**src/rtl/gpio_evt_pkg.sv**
```systemverilog
package gpio_evt_pkg;

    localparam int TRIG_W = 3;

    typedef enum logic [TRIG_W-1:0] {
        TRIG_FALL = 3'd0,
        TRIG_RISE = 3'd1,
        TRIG_BOTH = 3'd2,
        TRIG_LOW  = 3'd3,
        TRIG_HIGH = 3'd4
    } trig_e;

    typedef struct packed {
        logic cur;
        logic prev;
    } pin_hist_t;

    function automatic logic trig_hit(
        input logic [TRIG_W-1:0] sel,
        input pin_hist_t         h,
        input logic              edge_ok
    );
        logic rise;
        logic fall;
        rise = edge_ok & h.cur & ~h.prev;
        fall = edge_ok & ~h.cur & h.prev;
        case (sel)
            TRIG_FALL: return fall;
            TRIG_RISE: return rise;
            TRIG_BOTH: return rise | fall;
            TRIG_LOW:  return ~h.cur;
            TRIG_HIGH: return h.cur;
            default:   return 1'b0;
        endcase
    endfunction

endpackage

```
**src/rtl/gpio_evt_sample.sv**
```systemverilog
module gpio_evt_sample
    import gpio_evt_pkg::*;
#(
    parameter int LINES    = 32,
    parameter int ARM_CYC  = 2
) (
    input  logic                      clk,
    input  logic                      rst,
    input  logic [LINES-1:0]          pin_in,
    output pin_hist_t [LINES-1:0]     hist,
    output logic                      edge_ok
);
    logic [LINES-1:0]   cur_r;
    logic [LINES-1:0]   prev_r;
    logic [ARM_CYC-1:0] arm_r;

    always_ff @(posedge clk) begin
        if (rst) begin
            cur_r  <= '0;
            prev_r <= '0;
            arm_r  <= '0;
        end else begin
            cur_r  <= pin_in;
            prev_r <= cur_r;
            arm_r  <= {arm_r[ARM_CYC-2:0], 1'b1};
        end
    end

    assign edge_ok = arm_r[ARM_CYC-1];

    for (genvar g = 0; g < LINES; g++) begin : g_hist
        assign hist[g].cur  = cur_r[g];
        assign hist[g].prev = prev_r[g];
    end
endmodule

```
**src/rtl/gpio_evt_line.sv**
```systemverilog
module gpio_evt_line
    import gpio_evt_pkg::*;
(
    input  logic [TRIG_W-1:0] sel,
    input  pin_hist_t         hist,
    input  logic              edge_ok,
    output logic              hit
);
    always_comb begin
        hit = trig_hit(sel, hist, edge_ok);
    end
endmodule

```
**src/rtl/gpio_evt_status.sv**
```systemverilog
module gpio_evt_status #(
    parameter int LINES = 32
) (
    input  logic             clk,
    input  logic             rst,
    input  logic [LINES-1:0] hit,
    input  logic [LINES-1:0] irq_mask,
    input  logic             stat_rd,
    output logic [LINES-1:0] stat_q,
    output logic             bank_irq
);
    logic [LINES-1:0] stat_r;
    logic [LINES-1:0] keep;

    assign keep = stat_rd ? '0 : stat_r;

    always_ff @(posedge clk) begin
        if (rst) begin
            stat_r <= '0;
        end else begin
            stat_r <= keep | hit;
        end
    end

    assign stat_q   = stat_r;
    assign bank_irq = |(stat_r & irq_mask);
endmodule

```
**src/rtl/gpio_evt_detect.sv**
```systemverilog
module gpio_evt_detect
    import gpio_evt_pkg::*;
#(
    parameter int LINES = 32,
    localparam int SEL_BITS = LINES * TRIG_W
) (
    input  logic                clk,
    input  logic                rst,
    input  logic [LINES-1:0]    pin_in,
    input  logic [SEL_BITS-1:0] trig_sel,
    input  logic [LINES-1:0]    irq_mask,
    input  logic                stat_rd,
    output logic [LINES-1:0]    stat_q,
    output logic                bank_irq
);
    pin_hist_t [LINES-1:0] hist;
    logic                  edge_ok;
    logic [LINES-1:0]      line_hit;

    gpio_evt_sample #(.LINES(LINES), .ARM_CYC(2)) u_sample (
        .clk     (clk),
        .rst     (rst),
        .pin_in  (pin_in),
        .hist    (hist),
        .edge_ok (edge_ok)
    );

    for (genvar g = 0; g < LINES; g++) begin : g_line
        gpio_evt_line u_line (
            .sel     (trig_sel[g*TRIG_W +: TRIG_W]),
            .hist    (hist[g]),
            .edge_ok (edge_ok),
            .hit     (line_hit[g])
        );
    end

    gpio_evt_status #(.LINES(LINES)) u_status (
        .clk      (clk),
        .rst      (rst),
        .hit      (line_hit),
        .irq_mask (irq_mask),
        .stat_rd  (stat_rd),
        .stat_q   (stat_q),
        .bank_irq (bank_irq)
    );
endmodule

```
**config.mk**
```make
export PLATFORM = sky130hd
export DESIGN_NAME = gpio_evt_detect
export DESIGN_NICKNAME = d
export VERILOG_FILES = /design/src/rtl/gpio_evt_pkg.sv /design/src/rtl/gpio_evt_sample.sv /design/src/rtl/gpio_evt_line.sv /design/src/rtl/gpio_evt_status.sv /design/src/rtl/gpio_evt_detect.sv
export SDC_FILE = /design/constraint.sdc
export NUM_CORES = 1
export LEC_CHECK = 0
export BUFFER_PORTS_ARGS = -buffer_cell sky130_fd_sc_hd__buf_4
export CORE_ASPECT_RATIO = 1.1
export CORE_MARGIN = 2
export CORE_UTILIZATION = 45
export DETAILED_ROUTE_END_ITERATION = 16
export PLACE_DENSITY = 0.83
export SLEW_MARGIN = 10
export SYNTH_ARGS = -nofsm -noshare
export SYNTH_HDL_FRONTEND = slang
export SYNTH_SLANG_ARGS = --single-unit
```
**constraint.sdc**
```tcl
create_clock -name clk -period 3 [get_ports clk]
set_input_delay 0.6 -clock clk [delete_from_list [all_inputs] [get_ports clk]]
set_output_delay 0.6 -clock clk [all_outputs]
set_load 0.05 [all_outputs]
```
==> results of run 1 <==
-- synth_stat cells, types with 6 or more instances --
library cell | instances | area, µm²
a21oi_1 | 31 | 155
o21ai_1 | 6 | 30.0
a221oi_1 | 30 | 263
inv_1 | 33 | 124
nor4bb_1 | 31 | 310
nor2_1 | 31 | 116
clkbuf_1 | 11 | 41.3
o21ai_0 | 26 | 130
dfxtp_1 | 98 | 1960
nor2b_1 | 94 | 588
o32ai_1 | 29 | 254
a22oi_1 | 16 | 120
nand4bb_1 | 31 | 349
nor4b_1 | 29 | 254
-- worst paths after layout --
kind / to / slack [ps] / cells after the start
max: bank_irq / 480 / 4
min: u_sample.arm_r[1]$_SDFF_PP0_ / 440 / 1
max reg2reg: u_status.stat_q[10]$_SDFF_PP0_ / 900 / 2
min reg2reg: u_sample.arm_r[1]$_SDFF_PP0_ / 440 / 1
-- sequential cells by signal (all words and copies together), names as in the netlist --
name             count
u_sample.cur_r      32
u_sample.prev_r     32
u_status.stat_q     32
u_sample.arm_r       2
-- through the flow --
| step | cell area (µm²) | util (%) |
|---|---|---|
| final | 6830 | 63.1 |
| after CTS | 6830 | 63.1 |
| after detailed placement | 6490 | 60.0 |
| after global routing | 6830 | 63.1 |
| after global placement | 6490 | 60.0 |
| after floorplan | 4920 | - |
-- final cells by class --
cell class,instances,area (µm²)
sequential,98,1960
timing repair buffer,199,1490
multi-input combinational,376,2720
inverter,33,124
fill,947,3980
tap,147,184
clock inverter,4,72.6
clock buffer,12,267
-- cell families after synthesis --
| group | Yosys count | synth area share [%] |
|---|---|---|
| DFF | 98 | 39.9 |
| muxes | 1 | 0.203 |
| AOI/OAI and AO/OA | 143 | 20.1 |
| and+or+nand+nor | 230 | 34.7 |
| xor gates and xnor gates | 2 | 0.356 |
| buffers and inverters | 53 | 4.76 |
-- layer usage --
metal / vias to the layer above / track usage, %
met5: - / 0
met4: 0 / 11.4
li1: 2415 / -
met2: 201 / 46.8
met3: 32 / 4.17
met1: 2436 / 28.8
-- report_power, final --
| group | internal, mW | switching (mW) | total (mW) |
|---|---|---|---|
| sequential | 1.37 | 0.0713 | 1.44 |
| combinational | 0.302 | 0.293 | 0.595 |
| clock | 0.798 | 0.495 | 1.29 |
==> summary.md, run 1 <==
| Metric | Value |
|---|---|
| Status | `finished, final reports clean` |
| Total GRT Usage | `25.3%` |
| Arrival time worst endpoint | `1920 ps` |
| Kind of critical path | `reg -> out` |
| Pwr Total | `3.33 mW` |
| Lkg Pwr | `2.74 nW` |
| Pre-CTS WS | `418 ps` |
| CTS root buffer | `clkbuf_16` |
| Worst slew pin tran | `810 ps` |
| Worst Skew | `4.42 ps` |
| Setup repair after global routing missed its margin | `false` |
| Required time worst endpoint | `2400 ps` |
| Placed insts | `853` |
| Antenna-violating nets left | `0` |
| Iter 0 DRT Violations | `224` |
| CTS tree | `done` |
| Fmax | `397 MHz` |
| Primary FF master, synth | `dfxtp_1` |
| Yosys warning count | `0` |
| Fin cells | `869` |
| Hold Startpoint | `u_sample.arm_r[0]$_DFF_P_` |
| Synthesized flop and latch total | `98` |
| Crit. Startpoint | `u_status.stat_q[17]$_SDFF_PP0_` |
| Via density | `5.85` |
| Avg Cell Area, Syn | `9.34 µm²` |
| Syn_nets | `690` |
| Post-synthesis cell count | `527` |
| Power Dens Cells | `487 mW/mm²` |
| Max cap viols | `0` |
| Hold Buf Count CTS | `0` |
| Critical Path Max Stage Delay | `530 ps` |
| Max layer used | `met4` |
| Chip width | `104 µm` |
| Largest net degree at the start of global routing | `52` |
| Initial antenna violation count | `0` |
| DP Wirelength | `11,400 µm` |
| Overflow after GRT | `0` |
| Setup bufs post-CTS | `0` |
| Mean routed wirelength per cell | `17.6 µm` |
| Final GP Congestion | `0.844` |
| Initial Util | `45.5%` |
| Number of synthesized flops with an enable pin | `0` |
| Fin. Hold Viols | `0` |
| Clock latency on the worst-skew pair | `340 ps` |
| Die Y | `114 µm` |
| Cell Area, Synth | `0.00492 mm²` |
| Layout Area Growth over Synthesis | `38.8%` |
| Post-route setup TNS | `0 ps` |
| Cts bufs inserted | `9` |
| Detailed-route wire length | `15,300 µm` |
| Met3 WL | `866 µm` |
| First-pass GRT wire length | `24,000 µm` |
| Most frequent cells in the layout | `199 x buf_4, 98 x dfxtp_1, 94 x nor2b_1` |
| Total iterations of the first detailed-routing run | `5` |
| Hold slack | `439 ps` |
| Final Setup Violations | `0` |
| Clk sinks | `98` |
| Die area | `0.0118 mm²` |
| Fin crit share | `84.0%` |
| Antenna diode count | `0` |
| Most common cell after layout, fill and taps aside | `buf_4` |
| Layout Nets | `880` |
| Ys async rst share | `0%` |
| Slew Limit Fails | `0` |
| DR DRC count | `0` |
| Vias in the first global route | `4,994` |
| Worst setup EP type | `primary output` |
| H-tree levels | `3` |
| HP Class | `reg -> reg` |
| CP bufs+invs | `1` |
| Setup ws final | `481 ps` |
| Worst Setup Start Kind | `flop` |
| Slowest stage cell, crit path | `or4_1` |
| CTS clk-pin slew, worst paths | `70 ps` |
| Core Footprint | `0.0108 mm²` |
| R2R Path Start | `u_sample.arm_r[1]$_SDFF_PP0_` |
| Cts repair resizes | `0` |
| Rel. slew slack | `46.0%` |
| Via count | `5,084` |
| Family with the most delay on the worst path | `simple AND/OR/NAND/NOR gates` |
| IO Count | `196` |
| Met2 wire length | `7770 µm` |
| Crit-path max FO | `3` |
| Share of cells above drive strength 1 | `30.1%` |
| CTS max path bufs | `2` |
| Port bufs | `195` |
| Post-route minimum period | `2520 ps` |
| Netlist cell types | `32` |
| Cell Chain, Critical Path | `a22oi_1 -> nand4_1 -> or4_1 -> buf_4` |
| Row Count | `40` |
| Met1 wire length | `6290 µm` |
| Peak VDD IR | `0.262 mV` |
| Sequential area share after synthesis | `39.9%` |
Power figures use the tool's default switching activity.
==> inputs of run 2 (changes only) <==
CORE_UTILIZATION = 44   (was 45)
PLACE_DENSITY = 0.84   (was 0.83)
clock period = 2.2 ns   (was 3 ns; I/O delays follow)
==> run 2 against run 1 <==
  * The run now ends with setup timing left
  * Utilization shrank 0.97 points
  * Worst setup slack worse by 530 ps
  * Clock-buffer cell count down 1
  * Largest cell class unchanged
==> summary.md, run 2 (synthesis gave the netlist of run 1 again) <==
| Metric | Value |
|---|---|
| Mean routed wirelength per cell | `17.1 µm (-3.0%)` |
| Final Setup Violations | `1 (+1)` |
| Most common cell after layout, fill and taps aside | `buf_4` |
| Failing checks | `setup timing` |
| Iter 0 DRT Violations | `301 (+34%)` |
| R2R Path Start | `u_sample.arm_r[1]$_SDFF_PP0_` |
| Antenna-violating nets left | `0 (unchanged)` |
| Worst r2r path cells | `2 (unchanged)` |
| Worst Setup Start Kind | `flop` |
| DP Wirelength | `10,900 µm (-4.5%)` |
| CTS tree | `done` |
| Row Count | `40 (unchanged)` |
| Most frequent cells in the layout | `198 x buf_4, 97 x dfxtp_1, 94 x nor2b_1` |
| Comb power frac | `19.9% (+2.0 points)` |
| Layout Nets | `881 (+0.11%)` |
| Crit-path max FO | `3 (unchanged)` |
| Port bufs | `195 (unchanged)` |
| Layout Utilization | `62.2% (-0.97 points)` |
| Kind of critical path | `reg -> out` |
| Clock latency on the worst-skew pair | `330 ps (about the same)` |
| Reg power frac | `46.7% (+3.5 points)` |
| Initial Util | `45.1% (-0.42 points)` |
| Die Y | `115 µm (+1.1%)` |
| Worst setup EP type | `primary output` |
| Vias in the first global route | `4,980 (-0.28%)` |
| CTS root buffer | `clkbuf_16` |
| Largest net degree at the start of global routing | `99 (+90%)` |
| Sw Ratio | `27.3% (+1.5 points)` |
| Setup repair after global routing missed its margin | `true` |
| Layout Area Growth over Synthesis | `37.9%` |
| Setup ws final | `-51.1 ps (-532 ps)` |
| CTS clk-pin slew, worst paths | `60 ps (about the same)` |
| Share of cells above drive strength 1 | `30.5% (+0.42 points)` |
| Setup bufs post-CTS | `0 (unchanged)` |
| Clock power share | `33.4% (-5.5 points)` |
| Arrival time worst endpoint | `1810 ps (-110 ps)` |
| Fmax | `444 MHz` |
| Required time worst endpoint | `1760 ps (-640 ps)` |
| Die area | `0.0120 mm² (+2.2%)` |
| Status | `finished, violations left` |
| Slew Limit Fails | `0 (unchanged)` |
| Total GRT Usage | `23.6% (-1.7 points)` |
| Internal power | `3.04 mW (+23%)` |
| Switching power | `1.14 mW (+33%)` |
| Clk sinks | `98 (unchanged)` |
| Total iterations of the first detailed-routing run | `4 (-1)` |
| Via count | `5,031 (-1.0%)` |
| Fin. Hold Viols | `0 (unchanged)` |
| Worst Skew | `4.20 ps (-0.226 ps)` |
| Detailed-route wire length | `14,900 µm (-3.0%)` |
| Peak VDD IR | `0.311 mV (+19%)` |
| H-tree levels | `3 (unchanged)` |
| Lkg Pwr | `2.72 nW (-0.82%)` |
| Via density | `5.79 (-1.0%)` |
| Hold Path Depth | `2 (+1)` |
| HP Class | `in -> reg` |
| Max cap viols | `0 (unchanged)` |
| Fin crit share | `102%` |
| First-pass GRT wire length | `22,900 µm (-4.6%)` |
| Cts bufs inserted | `9 (unchanged)` |
| Final GP Congestion | `0.790 (-6.4%)` |
| Power Dens Cells | `617 mW/mm² (+27%)` |
| Rel. slew slack | `43.2% (-2.8 points)` |
| Chip width | `105 µm (+1.1%)` |
| Pre-CTS WS | `-103 ps (-521 ps)` |
| Antenna diode count | `0 (unchanged)` |
| Worst slew pin tran | `851 ps (+41.7 ps)` |
| IO Count | `196 (unchanged)` |
| Core Footprint | `0.0109 mm² (+0.93%)` |
| Initial antenna violation count | `0 (unchanged)` |
| DR DRC count | `0 (unchanged)` |
| Hold Startpoint | `pin_in[16]` |
| Post-route minimum period | `2250 ps` |
| Pwr Total | `4.19 mW (+26%)` |
| CTS max path bufs | `2 (unchanged)` |
| Crit. Startpoint | `u_status.stat_q[0]$_SDFF_PP0_` |
| Overflow after GRT | `0 (unchanged)` |
## run 2: repair_timing
action                     CTS  global route
resized for setup            4             2
hold endpoints to repair     0             0
hold buffers                 0             0
setup endpoints to repair    1             1
pin swaps                    2             2
## run 2: final timing paths
check                                        end  slack [ps]
setup reg to reg  u_status.stat_q[16]$_SDFF_PP0_         730
hold / removal     u_sample.cur_r[16]$_SDFF_PP0_         320
setup / recovery                        bank_irq         -50
hold reg to reg     u_sample.arm_r[1]$_SDFF_PP0_         440
## run 2: per-layer routing
metal,wire length (µm),part of all wire (%),global-route usage [%]
met1,5710,38,25.5
met2,7600,51,43.4
met3,1060,7.1,5.44
met4,506,3.4,12.1
met5,0,0,0
## run 2: cell type report
class	count	area (µm²)
Clock buffer	11	233
Clock inverter	4	20.0
Fill cell	966	4130
Inverter	33	124
Multi-Input combinational cell	376	2740
Sequential cell	98	1960
Tap cell	147	184
Timing Repair Buffer	200	1520
## run 2: per-stage QoR
| step | hold WS [ps] | instances | area, µm² | TNS (ps) |
|---|---|---|---|---|
| after floorplan | 414 | 527 | 4920 | 0 |
| after global placement | 424 | 854 | 6510 | -64.3 |
| after detailed placement | 438 | 854 | 6510 | -103 |
| after CTS | 309 | 869 | 6770 | -114 |
| after global routing | 310 | 869 | 6780 | -126 |
| final | 317 | 869 | 6780 | -51.1 |
## run 2: critical path, cell delays in order (launching register included)
cell and delay [ps]:
dfxtp_1 350, a22oi_2 170, buf_4 160, nand4_1 160
or4_4 470, buf_6 170
## run 2: power by group through the flow
| stage | logic, mW | clock network, mW | registers (mW) |
|---|---|---|---|
| after floorplan | 0.317 | 0 | 2.07 |
| after global placement | 0.786 | 0 | 1.98 |
| after detailed placement | 0.816 | 0 | 1.99 |
| after CTS | 0.828 | 1.42 | 1.95 |
| after global routing | 0.892 | 1.49 | 1.97 |
| final | 0.831 | 1.40 | 1.96 |
==> inputs of run 3 (changes only) <==
CAP_MARGIN = 10   (was not set)
CORE_UTILIZATION = 45   (was 44)
CTS_BUF_LIST = sky130_fd_sc_hd__clkbuf_8   (was not set)
SYNTH_HIERARCHICAL = 1   (was not set)
==> run 3 against run 2 <==
  * The run still ends with setup timing left
  * Sequential share of layout area fell by 2.5 points
  * Clock skew rose by 6.8 ps
  * Synthesized cell count rose by 4.6%
  * Utilization fell by 0.61 points
  * Critical path type unchanged
==> summary.md, run 3 <==
| Metric | Value |
|---|---|
| Status | `finished, violations left` |
| Failing checks | `setup timing` |
| Met3 GRT Util | `3.71% (-1.7 points)` |
| Cts bufs inserted | `9 (unchanged)` |
| Initial Util | `46.2% (+1.1 points)` |
| Total iterations of the first detailed-routing run | `4 (unchanged)` |
| CTS tree | `done` |
| CTS clk-pin slew, worst paths | `100 ps (+40 ps)` |
| Antenna diode count | `0 (unchanged)` |
| Share of cells above drive strength 1 | `39.3% (+8.8 points)` |
| Fin crit share | `102% (about the same)` |
| Commonest cells in the synthesized netlist | `98 x dfxtp_1, 97 x nor2b_1, 64 x and4bb_1` |
| Number of synthesized flops with an enable pin | `0 (unchanged)` |
| Sequential area share after synthesis | `35.1% (-4.8 points)` |
| IO Count | `196 (unchanged)` |
| Detailed-route wire length | `15,100 µm (+1.3%)` |
| Lkg Pwr | `3.20 nW (+18%)` |
| Rel. slew slack | `67.5% (+24 points)` |
| Mean routed wirelength per cell | `16.6 µm (-3.1%)` |
| Crit-path max FO | `3 (unchanged)` |
| DP Wirelength | `11,300 µm (+3.8%)` |
| Synth top area share | `35.1% (-4.8 points)` |
| Port bufs | `195 (unchanged)` |
| Finished Cell Area | `0.00744 mm² (+9.7%)` |
| Worst slew pin tran | `488 ps (-363 ps)` |
| Synth area leaders | `dfxtp_1 35%, and4bb_1 14%, nor2b_1 11%` |
| Fin. Hold Viols | `0 (unchanged)` |
| Fin cells | `908 (+4.5%)` |
| Layout Nets | `912 (+3.5%)` |
| GRT busiest layer | `met2` |
| DR DRC count | `0 (unchanged)` |
| Worst setup EP type | `primary output` |
| HP Class | `in -> reg` |
| Worst r2r path cells | `6 (+4)` |
| Clk sinks | `98 (unchanged)` |
| Pre-CTS WS | `-77.5 ps (+25.6 ps)` |
| Primary FF master, synth | `dfxtp_1` |
| Die area | `0.0133 mm² (+11%)` |
| Layout Utilization | `61.6% (-0.61 points)` |
| Placed insts | `892 (+4.4%)` |
| H-tree levels | `3 (unchanged)` |
| Post-route setup TNS | `-51.8 ps (-0.714 ps)` |
| Peak VDD IR | `0.315 mV (+1.3%)` |
| Synthesized flop and latch total | `98 (unchanged)` |
| Kind of critical path | `reg -> out` |
| CTS max path bufs | `2 (unchanged)` |
| Met1 Use GR | `24.5% (-1.0 points)` |
| Worst Setup Start Kind | `flop` |
| DP Area | `0.00721 mm² (+11%)` |
| Most common cell after layout, fill and taps aside | `buf_4` |
| Netlist cell types | `20 (-38%)` |
| Worst Skew | `11.0 ps (+6.81 ps)` |
| Fmax | `444 MHz (about the same)` |
| Setup bufs post-CTS | `0 (unchanged)` |
| Setup repair after global routing missed its margin | `true` |
| Core Footprint | `0.0121 mm² (+11%)` |
| Met2 capacity usage during global routing | `39.8% (-3.6 points)` |
| Most frequent cells in the layout | `198 x buf_4, 97 x nor2b_1, 93 x dfxtp_1` |
| Via count | `5,085 (+1.1%)` |
| Avg Cell Area, Syn | `10.1 µm² (+8.6%)` |
| Die Y | `121 µm (+5.2%)` |
| Power Dens Cells | `520 mW/mm² (-16%)` |
| Hold slack | `278 ps (-39.0 ps)` |
| Largest net degree at the start of global routing | `99 (unchanged)` |
| Max cap viols | `0 (unchanged)` |
| CTS root buffer | `clkbuf_8` |
| Via density | `5.60 (-3.3%)` |
| Cell Area, Synth | `0.00559 mm² (+14%)` |
| Clock latency on the worst-skew pair | `360 ps (+30 ps)` |
| Antenna-violating nets left | `0 (unchanged)` |
| Pwr Total | `3.87 mW (-7.6%)` |
| Required time worst endpoint | `1760 ps (about the same)` |
| Iter 0 DRT Violations | `218 (-28%)` |
| Hold Path Depth | `2 (unchanged)` |
| Vias in the first global route | `5,073 (+1.9%)` |
| Overflow after GRT | `0 (unchanged)` |
| Setup ws final | `-51.8 ps (-0.714 ps)` |
| Area leader, netlist | `dfxtp_1` |
| Slew Limit Fails | `0 (unchanged)` |
| Total GRT Usage | `22.1% (-1.6 points)` |
| Syn_nets | `714 (+3.5%)` |
| First-pass GRT wire length | `23,000 µm (+0.57%)` |
| Initial antenna violation count | `0 (unchanged)` |
| Ys async rst share | `0% (unchanged)` |
| Arrival time worst endpoint | `1810 ps (about the same)` |
| Layout Area Growth over Synthesis | `33.2%` |
| Final GP Congestion | `0.822 (+4.1%)` |
| Yosys warning count | `6 (+6)` |
| Post-synthesis cell count | `551 (+4.6%)` |
| Final Setup Violations | `1 (unchanged)` |
| Row Count | `42 (+5.0%)` |
| Post-route minimum period | `2250 ps (+0.714 ps)` |
| Chip width | `110 µm (+5.2%)` |
| Count leader, synth | `dfxtp_1` |
[run 3: cell types whose count changed in the layout (fill, tap and decap cells not counted), sizes merged, moves of 2 or more]
cell	before	now
nor4bb	31	0
and2b	0	32
clkbuf	11	9
inv	33	3
a221oi	30	0
nor4b	29	0
nor3	2	0
o21ai	32	64
nand2	4	0
o211ai	0	32
nor3b	0	32
nor2b	94	97
and4bb	1	64
o32ai	29	0
[run 3: per-layer routing]
layer | part of all wire (%) | vias to the layer above
li1 | - | 2488
met1 | 40 | 2429
met2 | 52 | 141
met3 | 5.1 | 27
met4 | 3.0 | 0
met5 | 0 | -
[run 3: kinds of logic after synthesis]
kind of cell,count (synthesis),share of synthesized area [%]
simple gates,294,43.0
compound gates,144,20.2
flops,98,35.1
buf+inv,15,1.66
[run 3: worst paths after layout]
path                                                      from                       endpoint  slack (ps)
worst max-delay path            u_status/stat_q[12]$_SDFF_PP0_                       bank_irq         -50
worst min-delay path                                pin_in[19]  u_sample/cur_r[19]$_SDFF_PP0_         280
worst max register to register    u_sample/arm_r[1]$_SDFF_PP0_  u_status/stat_q[0]$_SDFF_PP0_         570
worst min register to register       u_sample/arm_r[0]$_DFF_P_   u_sample/arm_r[1]$_SDFF_PP0_         450
[run 3: critical path, stage by stage, from the launching register on]
cell and delay, ps:
dfxtp_2 350, a22oi_2 260, nand4_1 120, or4_4 550, buf_8 170
[run 3: cell type report]
class,count,area [µm²]
Sequential cell,98,1970
Fill cell,1012,4640
Multi-Input combinational cell,438,3580
Clock buffer,9,124
Clock inverter,7,47.5
Inverter,2,7.51
Tap cell,154,193
Timing Repair Buffer,200,1520
[run 3: timing repair]
action,CTS,global route
resized for setup,9,7
hold buffers,0,0
pin swaps,2,6
setup endpoints to repair,1,1
gates cloned,0,0
[run 3: power by group]
| part | switching (mW) | total, mW | leakage [nW] | internal, mW |
|---|---|---|---|---|
| Sequential | 0.0935 | 1.96 | 0.810 | 1.86 |
| Combinational | 0.412 | 0.868 | 2.30 | 0.456 |
| Clock | 0.633 | 1.04 | 0.0904 | 0.409 |
